<file path="src/rtl/omc_pkg.sv">
package omc_pkg;

    typedef enum logic [2:0] {
        ST_STBY    = 3'd0,
        ST_HIZ     = 3'd1,
        ST_MUTE    = 3'd2,
        ST_PLAY    = 3'd3,
        ST_LL      = 3'd4,
        ST_RAMP_UP = 3'd5,
        ST_RAMP_DN = 3'd6
    } omc_state_e;

    localparam int MODE_W = 3;

    localparam logic [MODE_W-1:0] MODE_STBY = 3'd0;
    localparam logic [MODE_W-1:0] MODE_HIZ  = 3'd1;
    localparam logic [MODE_W-1:0] MODE_MUTE = 3'd2;
    localparam logic [MODE_W-1:0] MODE_PLAY = 3'd3;
    localparam logic [MODE_W-1:0] MODE_LL   = 3'd4;

    // Output stage follows the ramp target; status follows the settled state.
    function automatic logic [MODE_W-1:0] stage_code(omc_state_e s);
        logic [MODE_W-1:0] m;
        unique case (s)
            ST_STBY:    m = MODE_STBY;
            ST_HIZ:     m = MODE_HIZ;
            ST_MUTE:    m = MODE_MUTE;
            ST_PLAY:    m = MODE_PLAY;
            ST_LL:      m = MODE_LL;
            ST_RAMP_UP: m = MODE_PLAY;
            ST_RAMP_DN: m = MODE_MUTE;
            default:    m = MODE_HIZ;
        endcase
        return m;
    endfunction

endpackage

</file>
<file path="src/rtl/omc_pair_route.sv">
module omc_pair_route #(
    parameter int NCH = 4,
    localparam int NPAIR = NCH / 2
) (
    input  logic [NCH-1:0]   mute_i,
    input  logic [NCH-1:0]   lowlow_i,
    input  logic [NCH-1:0]   fhiz_i,
    input  logic [NPAIR-1:0] pair_i,
    output logic [NCH-1:0]   mute_o,
    output logic [NCH-1:0]   lowlow_o,
    output logic [NCH-1:0]   fhiz_o,
    output logic [NCH-1:0]   follow_o
);

    for (genvar k = 0; k < NPAIR; k++) begin : g_pair
        localparam int LO = 2 * k;
        localparam int HI = 2 * k + 1;
        logic any_fault;

        always_comb begin
            any_fault = fhiz_i[LO] | fhiz_i[HI];
            if (pair_i[k]) begin
                mute_o[LO]   = mute_i[LO];
                mute_o[HI]   = mute_i[LO];
                lowlow_o[LO] = lowlow_i[LO];
                lowlow_o[HI] = lowlow_i[LO];
                fhiz_o[LO]   = any_fault;
                fhiz_o[HI]   = any_fault;
            end else begin
                mute_o[LO]   = mute_i[LO];
                mute_o[HI]   = mute_i[HI];
                lowlow_o[LO] = lowlow_i[LO];
                lowlow_o[HI] = lowlow_i[HI];
                fhiz_o[LO]   = fhiz_i[LO];
                fhiz_o[HI]   = fhiz_i[HI];
            end
            follow_o[LO] = 1'b0;
            follow_o[HI] = pair_i[k];
        end
    end

endmodule

</file>
<file path="src/rtl/omc_chan_fsm.sv">
module omc_chan_fsm
    import omc_pkg::*;
(
    input  logic              clk,
    input  logic              rst_n,
    input  logic              force_stby_i,
    input  logic              force_hiz_i,
    input  logic              reg_reset_i,
    input  logic              lowlow_i,
    input  logic              run_i,
    input  logic              mute_i,
    input  logic              ramp_done_i,
    input  logic              follow_en_i,
    input  omc_state_e        follow_d_i,
    output omc_state_e        state_d_o,
    output omc_state_e        state_q_o,
    output logic [MODE_W-1:0] mode_o,
    output logic              st_hiz_o,
    output logic              st_ll_o,
    output logic              st_mute_o,
    output logic              st_play_o
);

    omc_state_e state_q, nxt, target;

    // Command resolution, highest precedence first
    always_comb begin
        if (force_stby_i)                     target = ST_STBY;
        else if (force_hiz_i || reg_reset_i)  target = ST_HIZ;
        else if (lowlow_i)                    target = ST_LL;
        else if (run_i)                       target = mute_i ? ST_MUTE : ST_PLAY;
        else                                  target = ST_HIZ;
    end

    always_comb begin
        unique case (state_q)
            ST_MUTE:    nxt = (target == ST_PLAY) ? ST_RAMP_UP : target;
            ST_PLAY:    nxt = (target == ST_MUTE) ? ST_RAMP_DN : target;
            ST_RAMP_UP: nxt = (target == ST_PLAY) ?
                              (ramp_done_i ? ST_PLAY : ST_RAMP_UP) : target;
            ST_RAMP_DN: nxt = (target == ST_MUTE) ?
                              (ramp_done_i ? ST_MUTE : ST_RAMP_DN) : target;
            ST_STBY, ST_HIZ, ST_LL: nxt = target;
            default:    nxt = ST_HIZ;
        endcase
        state_d_o = follow_en_i ? follow_d_i : nxt;
    end

    always_ff @(posedge clk or negedge rst_n) begin
        if (!rst_n) state_q <= ST_HIZ;
        else        state_q <= state_d_o;
    end

    always_comb begin
        state_q_o = state_q;
        mode_o    = stage_code(state_q);
        st_hiz_o  = (state_q == ST_HIZ);
        st_ll_o   = (state_q == ST_LL);
        st_mute_o = (state_q == ST_MUTE) || (state_q == ST_RAMP_UP);
        st_play_o = (state_q == ST_PLAY) || (state_q == ST_RAMP_DN);
    end

    // standby request wins on the next edge
    a_r8_standby_next: assert property (@(posedge clk) disable iff (!rst_n)
        force_stby_i |=> state_q == ST_STBY);

    // Hi-Z request without standby gives Hi-Z on the next edge
    a_r7_fault_hiz_next: assert property (@(posedge clk) disable iff (!rst_n)
        (force_hiz_i && !force_stby_i) |=> state_q == ST_HIZ);

    // a ramp toward play cannot settle without the strobe
    a_r3_ramp_waits: assert property (@(posedge clk) disable iff (!rst_n)
        (state_q == ST_RAMP_UP && !ramp_done_i && !follow_en_i) |=> state_q != ST_PLAY);

    // play is never entered straight from mute by a channel that leads itself
    a_r3_no_skip_ramp: assert property (@(posedge clk) disable iff (!rst_n)
        ($rose(state_q == ST_PLAY) && !$past(follow_en_i)) |-> $past(state_q) != ST_MUTE);

endmodule

</file>
<file path="src/rtl/omc_mode_ctrl.sv">
module omc_mode_ctrl
    import omc_pkg::*;
#(
    parameter int NCH = 4,
    localparam int NPAIR = NCH / 2
) (
    input  logic                clk,
    input  logic                rst_n,
    input  logic                reg_reset_i,
    input  logic                hiz_to_play_i,
    input  logic [NCH-1:0]      mute_ctl_i,
    input  logic [NCH-1:0]      lowlow_ctl_i,
    input  logic [NPAIR-1:0]    pair_ctl_i,
    input  logic [NCH-1:0]      flt_hiz_i,
    input  logic                flt_stby_i,
    input  logic                ramp_done_i,
    output logic [3*NCH-1:0]    stage_mode_o,
    output logic [2*NCH-1:0]    stat_hiz_ll_o,
    output logic [2*NCH-1:0]    stat_mute_play_o
);

    logic [NCH-1:0] mute_r, ll_r, fhiz_r, follow;
    logic [NCH-1:0] s_hiz, s_ll, s_mute, s_play;
    omc_state_e     st_d [NCH];
    omc_state_e     st_q [NCH];

    omc_pair_route #(.NCH(NCH)) u_route (
        .mute_i   (mute_ctl_i),
        .lowlow_i (lowlow_ctl_i),
        .fhiz_i   (flt_hiz_i),
        .pair_i   (pair_ctl_i),
        .mute_o   (mute_r),
        .lowlow_o (ll_r),
        .fhiz_o   (fhiz_r),
        .follow_o (follow)
    );

    for (genvar c = 0; c < NCH; c++) begin : g_ch
        localparam int LEAD = (c % 2 == 1) ? c - 1 : c;

        omc_chan_fsm u_fsm (
            .clk          (clk),
            .rst_n        (rst_n),
            .force_stby_i (flt_stby_i),
            .force_hiz_i  (fhiz_r[c]),
            .reg_reset_i  (reg_reset_i),
            .lowlow_i     (ll_r[c]),
            .run_i        (hiz_to_play_i),
            .mute_i       (mute_r[c]),
            .ramp_done_i  (ramp_done_i),
            .follow_en_i  (follow[c]),
            .follow_d_i   (st_d[LEAD]),
            .state_d_o    (st_d[c]),
            .state_q_o    (st_q[c]),
            .mode_o       (stage_mode_o[3*c +: 3]),
            .st_hiz_o     (s_hiz[c]),
            .st_ll_o      (s_ll[c]),
            .st_mute_o    (s_mute[c]),
            .st_play_o    (s_play[c])
        );

        // a standby request steers every next state to standby
        a_r8_stby_all: assert property (@(posedge clk) disable iff (!rst_n)
            flt_stby_i |-> st_d[c] == ST_STBY);
    end

    assign stat_hiz_ll_o    = {s_ll, s_hiz};
    assign stat_mute_play_o = {s_mute, s_play};

    // paired channels never differ once the pair bit has been sampled
    logic [NPAIR-1:0] pair_q;
    always_ff @(posedge clk or negedge rst_n) begin
        if (!rst_n) pair_q <= '0;
        else        pair_q <= pair_ctl_i;
    end

    for (genvar k = 0; k < NPAIR; k++) begin : g_chk
        a_r6_pair_lock: assert property (@(posedge clk) disable iff (!rst_n)
            pair_q[k] |-> st_q[2*k] == st_q[2*k+1]);
    end

endmodule

</file>
<file path="config.mk">
export PLATFORM = sky130hd
export DESIGN_NAME = omc_mode_ctrl
export DESIGN_NICKNAME = d
export VERILOG_FILES = /design/src/rtl/omc_pkg.sv /design/src/rtl/omc_pair_route.sv /design/src/rtl/omc_chan_fsm.sv /design/src/rtl/omc_mode_ctrl.sv
export SDC_FILE = /design/constraint.sdc
export NUM_CORES = 1
export LEC_CHECK = 0
export ABC_AREA = 1
export BUFFER_PORTS_ARGS = -buffer_cell sky130_fd_sc_hd__clkbuf_2
export CORE_AREA = 5 5 64 66
export CTS_CLUSTER_DIAMETER = 200
export DETAILED_ROUTE_END_ITERATION = 6
export DIE_AREA = 0 0 69 71
export PLACE_DENSITY = 0.72
export SKIP_CTS_REPAIR_TIMING = 1
export SLEW_MARGIN = 20
export SYNTH_ARGS = -nofsm -noshare
export SYNTH_HDL_FRONTEND = slang
export SYNTH_HIERARCHICAL = 1
export SYNTH_SLANG_ARGS = --single-unit
</file>
<file path="constraint.sdc">
create_clock -name clk -period 2.09 [get_ports clk]
set_clock_uncertainty 0.2 [all_clocks]
set_input_delay 0.418 -clock clk [delete_from_list [all_inputs] [get_ports clk]]
set_output_delay 0.418 -clock clk [all_outputs]
set_load 0.005 [all_outputs]
</file>
Word-level counts from Yosys, hierarchy flattened:

Cells that the tools add are included.

* multiplexer cells: 54
* equality and inequality tests: 32
* bitwise gates (word level): 2
* reductions and logical operators: 28

Operators with widths (number)
* 3-bit 2-to-1 mux: 36
* 3-bit case mux with 5 select lines: 4
* 3-bit by 2-bit == test with 1-bit output (second input constant): 16
* 3-bit case mux with 4 select lines: 4
* 3-bit == test (second input constant): 12
* 2-bit OR reduction: 8
* 3-bit by 1-bit == test with 1-bit output (second input constant): 4
* 3-bit logical NOT: 4
* 1-bit logical OR: 12
* 2-bit 2-to-1 mux: 6
* 3-bit OR reduction: 4
* 1-bit 2-to-1 mux: 4
* 1-bit bitwise OR: 2

* register bits: 12
* logic and storage cells: 120

Depth between registers and ports, before layout:

Gate-level depths: netlist of the first run.

* depth in word-level cells: 10

Hierarchy:

Netlist of the first run, hierarchy kept.

By module, submodules not included
* omc_chan_fsm: instances 4, area each 325.3 um^2, cells an instance 60, seq. area each 76.3 um^2
* omc_pair_route: instances 1, area each 161.4 um^2, cells an instance 35, seq. area each 0.0 um^2

Least setup slack after synthesis of the first run:

OpenSTA, ideal clock, no wires.

* path kind: input to register
* start: input lowlow_ctl_i[0]
* end: register g_ch[1].u_fsm.state_q[1]
* arrival time: 1.258 ns
* cell stages on the path: 9
* slack: 0.515 ns
* buffers on the path: 1
* library setup time: 0.116 ns
* required time: 1.774 ns
* cells stage by stage: buf_4 > nor2_1 > nand4_1 > o21ai_0 > o21ai_0 > nand2_1 > nand2_1 > nand2_1 > nand2_1

RTL lines
* start, declared: RTL line omc_mode_ctrl.sv:12 `input logic [NCH-1:0] lowlow_ctl_i,`
* end signal, assigned: RTL line omc_chan_fsm.sv:51 `else state_q <= state_d_o;`
* end, declared: RTL line omc_chan_fsm.sv:24 `omc_state_e state_q, nxt, target;`

Worst setup path after layout of the first run:

* start: register g_ch[2].u_fsm.state_q[0]
* end: output stat_mute_play_o[6]

* cells in the longest elaborated chain, start to end: 2

RTL lines
* start, declared: RTL line omc_chan_fsm.sv:24
* start signal, assigned: RTL line omc_chan_fsm.sv:51
* 3-bit by 2-bit == test with 1-bit output / 3-bit == test (equally long branches): RTL line omc_chan_fsm.sv:59 `st_mute_o = (state_q == ST_MUTE) || (state_q == ST_RAMP_UP);`
* 1-bit logical OR (*): RTL line omc_chan_fsm.sv:59
* end, declared: RTL line omc_mode_ctrl.sv:19 `output logic [2*NCH-1:0] stat_mute_play_o`

Every way passes the cells marked *; elsewhere a longest branch is shown, timed or not.

==> results of run 1 <==
==> cell usage in the layout, fill, tap and decap left out, drive strengths merged <==
master / count
nand3b: 4
a21oi: 4
buf: 1
nor3: 16
nand4: 4
nor2: 48
o21ai: 12
dfstp: 4
clkbuf: 51
inv: 34
nand2: 100
nand3: 24
dlygate4sd3: 1
a21boi: 4
dfrtp: 8
conb: 2
==> critical path, stage by stage (launching register included) <==
cell	delay [ns]
dfstp_2	0.60
nand3_1	0.15
nand2_1	0.12
clkbuf_2	0.12
==> logic make-up after synthesis <==
logic type | share of synthesized area (%)
buf+inv | 15.2
compound gates | 7.53
other cells | 0.256
simple gates | 56.1
flops | 20.9
==> path summary, 6_finish.rpt <==
path	from	to
worst min-delay path	pair_ctl_i[1]	g_ch[3].u_fsm/state_q_o[2]
worst max register to register	g_ch[0].u_fsm/state_q_o[0]	g_ch[1].u_fsm/state_q_o[0]
worst max-delay path	g_ch[2].u_fsm/state_q_o[0]	stat_mute_play_o[6]
min in group asynchronous	rst_n	g_ch[0].u_fsm/state_q_o[1]
max in group asynchronous	rst_n	g_ch[3].u_fsm/state_q_o[0]
worst min register to register	g_ch[1].u_fsm/state_q_o[0]	g_ch[1].u_fsm/state_q_o[1]
==> through the flow <==
stage          hold WS, ns  cells  setup WS [ns]
2_1_floorplan      -0.0776    276          0.515
3_5_place_dp         0.111    360          0.221
3_3_place_gp         0.110    360          0.236
5_1_grt              0.279    365          0.111
4_1_cts             -0.189    364          0.195
6_report             0.242    365          0.210
==> power groups by stage <==
stage	Sequential, W	Combinational, W	Clock [W]
5_1_grt	0.000262	0.000198	0.000199
3_3_place_gp	0.000263	0.000170	0
6_report	0.000259	0.000173	0.000181
3_5_place_dp	0.000263	0.000171	0
4_1_cts	0.000259	0.000172	0.000186
2_1_floorplan	0.000254	0.000106	0
==> metal layers <==
layer	track usage, %	up-vias
li1	-	948
met1	17.3	744
met2	26.4	51
met3	4.55	0
met4	0.868	0
met5	0	-
==> final cells by class <==
type / instances / area, um2
Sequential cell: 12 / 305
Inverter: 34 / 128
Clock buffer: 4 / 36.3
Fill cell: 416 / 1800
Multi-Input combinational cell: 218 / 938
Timing Repair Buffer: 49 / 253
Tap cell: 48 / 60.1
==> key figures, run 1 <==
Global route
  • Largest net degree at the start of global routing: 17
  • Number of global-route vias before repair: 1498
  • First-pass GRT wire length: 6050 um
  • Grt ovf: 0
  • Antenna violations before repair: 0
  • GRT Util Overall: 14.4%

STA
  • RSZ-0062 raised after global routing: false
  • Crit share post-route: 89.9%
  • Setup violators final: 0
  • Final Hold Viols: 0
  • Max-slew violation count: 0
  • FMAX: 0.532 GHz
  • Setup TNS Final: 0 ns
  • Min Tclk post-route: 1.88 ns

Finish
  • Area growth syn-to-layout: 17.6%
  • Final Util: 48.8%
  • Max FFs per register: 12
  • Post-Layout Inst Area: 0.00172 mm2
  • Share of layout cells above drive strength 1: 19.6%
  • Antenna Diode Count: 0
  • # nets final: 338

Place
  • # port buffers: 47
  • GP Congestion: 0.828
  • Detail Placement HPWL: 2990 um
  • Post-DP Area: 0.00167 mm2

Setup path
  • WP data required: 1.47 ns
  • Startpoint types: register
  • Worst Path Class, Setup: reg2out
  • Flop-to-flop setup slack: 0.43 ns
  • CP max FO: 7
  • Reg2reg path depth: 6
  • CP Data Arrival Time: 1.26 ns
  • Crit path capture type: output port

Routing
  • DR pass1 iterations: 4
  • Initial drt markers: 124
  • Wl on met1: 1680 um
  • Remaining DRCs: 0
  • Vias per std cell: 4.78
  • Met3 wire length: 247 um
  • Met2 WL post-DR: 1720 um
  • ANT nets after route: 0
  • Drt wl/cell: 9.97 um
  • Top sig layer: met3
  • Vias: 1743
  • Final wirelength: 3640 um

CTS
  • Clock sink count: 12
  • Clock latency on the worst-skew pair: 0.27 ns
  • Bufs on Longest Clock Path: 2
  • CTS root buf: clkbuf_4
  • # H-tree levels: 1
  • Clock edge transition at the registers on the reported setup and hold paths: 0.07 ns
  • TritonCTS clock tree: built
  • Total CTS buffers: 3

Power and ir drop
  • Cell internal pwr: 0.000415 W
  • Clk pwr share: 29.5%
  • Power share of the sequential group: 42.3%
  • VDD IR max: 170 uV
  • Leak Pwr: 0.982 nW
  • Tot Pwr: 0.000613 W
  • Pwr Density: 356 mW/mm2
  • Comb pwr share: 28.2%
  • Psw: 0.000198 W
  • Sw frac: 32.3%

Floorplan
  • Row cnt: 22
  • DIE HEIGHT: 71 um
  • Core ar.: 0.00352 mm2
  • I/O pins: 48
  • Starting Density: 41.5%
  • Die span in x: 69 um
  • Die ar.: 0.00490 mm2

Yosys
  • Syn. warnings: 6
  • Mean Syn Cell Area: 5.32 um2
  • Synth top area share: 25.7%
  • Seq/Total Area, Yosys: 20.9%
  • Cell accounting for the most synthesized area: nand2_1
  • Asr flop ratio synth: 100%
  • Yosys cell types: 17
  • Syn Inst Count: 275
  • EDFF count, synth: 0
  • Synthesized flop and latch total: 12
  • Ys flop type: dfrtp_1
  • Synth area leaders: nand2_1 26%, dfrtp_1 14%, nor2_1 11%
  • Cell Area, Synth: 0.00146 mm2
  • Synth cell count leaders: 100 x nand2_1, 44 x nor2_1, 32 x inv_1
  • Most common cell in the synthesized netlist: nand2_1

Worst hold path
  • Hold path depth: 3
  • Hold Path Class: in2reg

Flow run
  • Max-cap violations: 0

Status
  • Status: finished, final reports clean
No activity file was read; power rests on OpenSTA's default activity.
==> run 2: changes to the inputs <==
--- a/config.mk
+++ b/config.mk
@@ -5,12 +5,11 @@
 export SDC_FILE = /design/constraint.sdc
 export NUM_CORES = 1
 export LEC_CHECK = 0
-export ABC_AREA = 1
 export BUFFER_PORTS_ARGS = -buffer_cell sky130_fd_sc_hd__clkbuf_2
-export CORE_AREA = 5 5 64 66
+export CORE_AREA = 5 5 63 65
 export CTS_CLUSTER_DIAMETER = 200
 export DETAILED_ROUTE_END_ITERATION = 6
-export DIE_AREA = 0 0 69 71
+export DIE_AREA = 0 0 68 70
 export PLACE_DENSITY = 0.72
 export SKIP_CTS_REPAIR_TIMING = 1
 export SLEW_MARGIN = 20
==> run 2 against run 1 <==
  * Final cell count decreased by 29%
  * Largest cell class unchanged
  * Maximum frequency is 6.7% lower
  * Largest power group unchanged
  * Synthesized area is 5.3% lower
==> key figures, run 2 <==
Status
  • Status: finished, final reports clean (unchanged)

STA
  • FMAX: 0.496 GHz (was 0.532 GHz)
  • Crit share post-route: 96.4% (was 89.9%)
  • Setup TNS Final: 0 ns (unchanged)
  • Setup violators final: 0 (unchanged)
  • Final Hold Viols: 0 (unchanged)
  • RSZ-0062 raised after global routing: false (unchanged)
  • Max-slew violation count: 0 (unchanged)
  • Min Tclk post-route: 2.01 ns (was 1.88 ns)

CTS
  • Clock sink count: 12 (unchanged)
  • TritonCTS clock tree: built (unchanged)
  • CTS root buf: clkbuf_4 (unchanged)
  • Clock latency on the worst-skew pair: 0.27 ns (about the same)
  • Total CTS buffers: 3 (unchanged)
  • # H-tree levels: 1 (unchanged)
  • Bufs on Longest Clock Path: 2 (unchanged)
  • Clock edge transition at the registers on the reported setup and hold paths: 0.08 ns (was 0.07 ns)

Yosys
  • Seq/Total Area, Yosys: 22.0% (was 20.9%)
  • Synth area leaders: dfrtp_1 14%, dfstp_2 7.6%, buf_6 6.5% (was nand2_1 26%, dfrtp_1 14%, nor2_1 11%)
  • EDFF count, synth: 0 (unchanged)
  • Cell accounting for the most synthesized area: dfrtp_1 (was nand2_1)
  • Synth cell count leaders: 16 x nand2_1, 12 x nor3_1 (was 100 x nand2_1, 44 x nor2_1, 32 x inv_1)
  • Mean Syn Cell Area: 8.01 um2 (was 5.32 um2)
  • Multiplexer share of the synthesized area: 6.50% (was 0%)
  • Syn Inst Count: 173 (was 275)
  • Cell Area, Synth: 0.00139 mm2 (was 0.00146 mm2)
  • Largest family of logic cells by synthesized area: compound AO/OA/AOI/OAI gates (was simple AND/OR/NAND/NOR gates)
  • Synth Area in Compound Gates: 26.0% (was 7.53%)
  • Post-synthesis xor/xnor area fraction: 5.06% (was 0%)
  • Asr flop ratio synth: 100% (unchanged)
  • Synth top area share: 14.5% (was 25.7%)
  • Synthesized flop and latch total: 12 (unchanged)
  • Syn. warnings: 6 (unchanged)
  • Synth Area in Adders: 0% (unchanged)
  • Ys flop type: dfrtp_1 (unchanged)
  • Yosys cell types: 32 (was 17)
  • Most common cell in the synthesized netlist: nand2_1 (unchanged)
  • Synth Area in Simple Gates: 24.6% (was 56.1%)

Power and ir drop
  • VDD IR max: 137 uV (was 170 uV)
  • Tot Pwr: 0.000690 W (was 0.000613 W)
  • Leak Pwr: 0.754 nW (was 0.982 nW)
  • Pwr Density: 425 mW/mm2 (was 356 mW/mm2)

Setup path
  • CP max FO: 9 (was 7)
  • CP Data Arrival Time: 1.40 ns (was 1.26 ns)
  • Startpoint types: register (unchanged)
  • Worst Path Class, Setup: reg2out (unchanged)
  • Crit path capture type: output port (unchanged)
  • WP data required: 1.47 ns (about the same)

Finish
  • Most common cell after layout, fill and taps aside: clkbuf_2 (was nand2_1)
  • Area growth syn-to-layout: 17.1% (was 17.6%)
  • Antenna Diode Count: 0 (unchanged)
  • Commonest cells after routing, fill and taps aside: 47 x clkbuf_2, 16 x nand2_1, 12 x nor3_1, 10 x buf_4 (was 100 x nand2_1, 47 x clkbuf_2, 44 x nor2_1, 32 x inv_1, 24 x nand3_1)
  • Post-Layout Inst Area: 0.00162 mm2 (was 0.00172 mm2)
  • Max FFs per register: 12 (unchanged)
  • # nets final: 233 (was 338)
  • Share of layout cells above drive strength 1: 41.5% (was 19.6%)
  • Non-filler cells in the finished layout: 258 (was 365)

Routing
  • Final wirelength: 3470 um (was 3640 um)
  • Remaining DRCs: 0 (unchanged)
  • Drt wl/cell: 13.5 um (was 9.97 um)
  • Vias: 1378 (was 1743)
  • Vias per std cell: 5.34 (was 4.78)
  • ANT nets after route: 0 (unchanged)
  • DR pass1 iterations: 4 (unchanged)
  • Initial drt markers: 77 (was 124)

Place
  • GP Congestion: 0.767 (was 0.828)
  • Post-DP Area: 0.00157 mm2 (was 0.00167 mm2)
  • Detail Placement HPWL: 2650 um (was 2990 um)
  • Cells after DPL: 253 (was 360)
  • # port buffers: 47 (unchanged)

Global route
  • Antenna violations before repair: 0 (unchanged)
  • GRT Util Overall: 14.5% (was 14.4%)
  • Largest net degree at the start of global routing: 13 (was 17)
  • Number of global-route vias before repair: 1271 (was 1498)
  • Grt ovf: 0 (unchanged)
  • First-pass GRT wire length: 5670 um (was 6050 um)

Floorplan
  • Row cnt: 21 (was 22)
  • DIE HEIGHT: 70 um (was 71 um)
  • Die span in x: 68 um (was 69 um)
  • Die ar.: 0.00476 mm2 (was 0.00490 mm2)
  • Starting Density: 42.2% (was 41.5%)
  • I/O pins: 48 (unchanged)
  • Core ar.: 0.00328 mm2 (was 0.00352 mm2)

Worst hold path
  • Hold Path Class: in2reg (unchanged)

Flow run
  • Max-cap violations: 0 (unchanged)
-- run 2: changes by cell type in the layout (fill, tap and decap cells not counted), sizes merged, moves of 9 or more --
cell | before | now
nor2 | 48 | 4
inv | 34 | 8
buf | 1 | 10
nand2 | 100 | 16
nand3 | 24 | 4
-- run 2: kinds of logic after synthesis --
kind of cell	count (synthesis)
simple gates	60
xor+xnor	8
buf+inv	32
compound gates	52
flops	12
other cells	1
mux	8
-- run 2: final cells by class --
class	instances	area [um2]
Inverter	8	30.0
Multi-Input combinational cell	130	868
Timing Repair Buffer	58	320
Clock buffer	4	36.3
Fill cell	341	1660
Sequential cell	12	309
Tap cell	46	57.6
-- run 2: critical path, cell delays in order (launching register included) --
cell and delay (ns):
dfrtp_2 0.47, or3b_4 0.44, o21ai_2 0.08, clkbuf_2 0.13
-- run 2: worst paths after layout --
check / from / endpoint / slack [ns] / depth (start not counted)
setup / recovery: g_ch[2].u_fsm/state_q_o[2] / stat_mute_play_o[6] / 0.08 / 3
hold / removal: pair_ctl_i[1] / g_ch[3].u_fsm/state_q_o[1] / 0.30 / 3
setup reg to reg: g_ch[0].u_fsm/state_q_o[0] / g_ch[1].u_fsm/state_q_o[2] / 0.31 / 6
hold reg to reg: g_ch[1].u_fsm/state_q_o[1] / g_ch[1].u_fsm/state_q_o[1] / 0.56 / 4
max in group asynchronous: rst_n / g_ch[3].u_fsm/state_q_o[0] / 1.05 / 2
min in group asynchronous: rst_n / g_ch[2].u_fsm/state_q_o[2] / 0.35 / 2
-- run 2: power breakdown --
part	internal, W	leakage [nW]	total, W	switching [W]
Combinational	0.000103	0.585	0.000220	0.000117
Clock	0.000106	0.0210	0.000186	0.0000806
Sequential	0.000254	0.147	0.000284	0.0000291
Total	0.000463	0.754	0.000690	0.000227
-- run 2: metrics by stage --
step	hold slack, ns	worst slack (ns)	util, %
after floorplan	-0.0776	0.377	-
after global placement	0.126	0.120	47.8
after detailed placement	0.120	0.0602	47.8
after CTS	-0.173	0.0386	49.0
after global routing	0.310	0.0169	49.4
final	0.296	0.0755	49.4
-- run 2: metal layers --
metal  track usage [%]  vias up  wire length, um  share of wire [%]
li1                  -      704                -                  -
met1              20.3      636             1670                 48
met2              23.7       36             1640                 47
met3              1.44        2              141                4.1
met4              3.31        0               21               0.61
met5                 0        -                0                  0
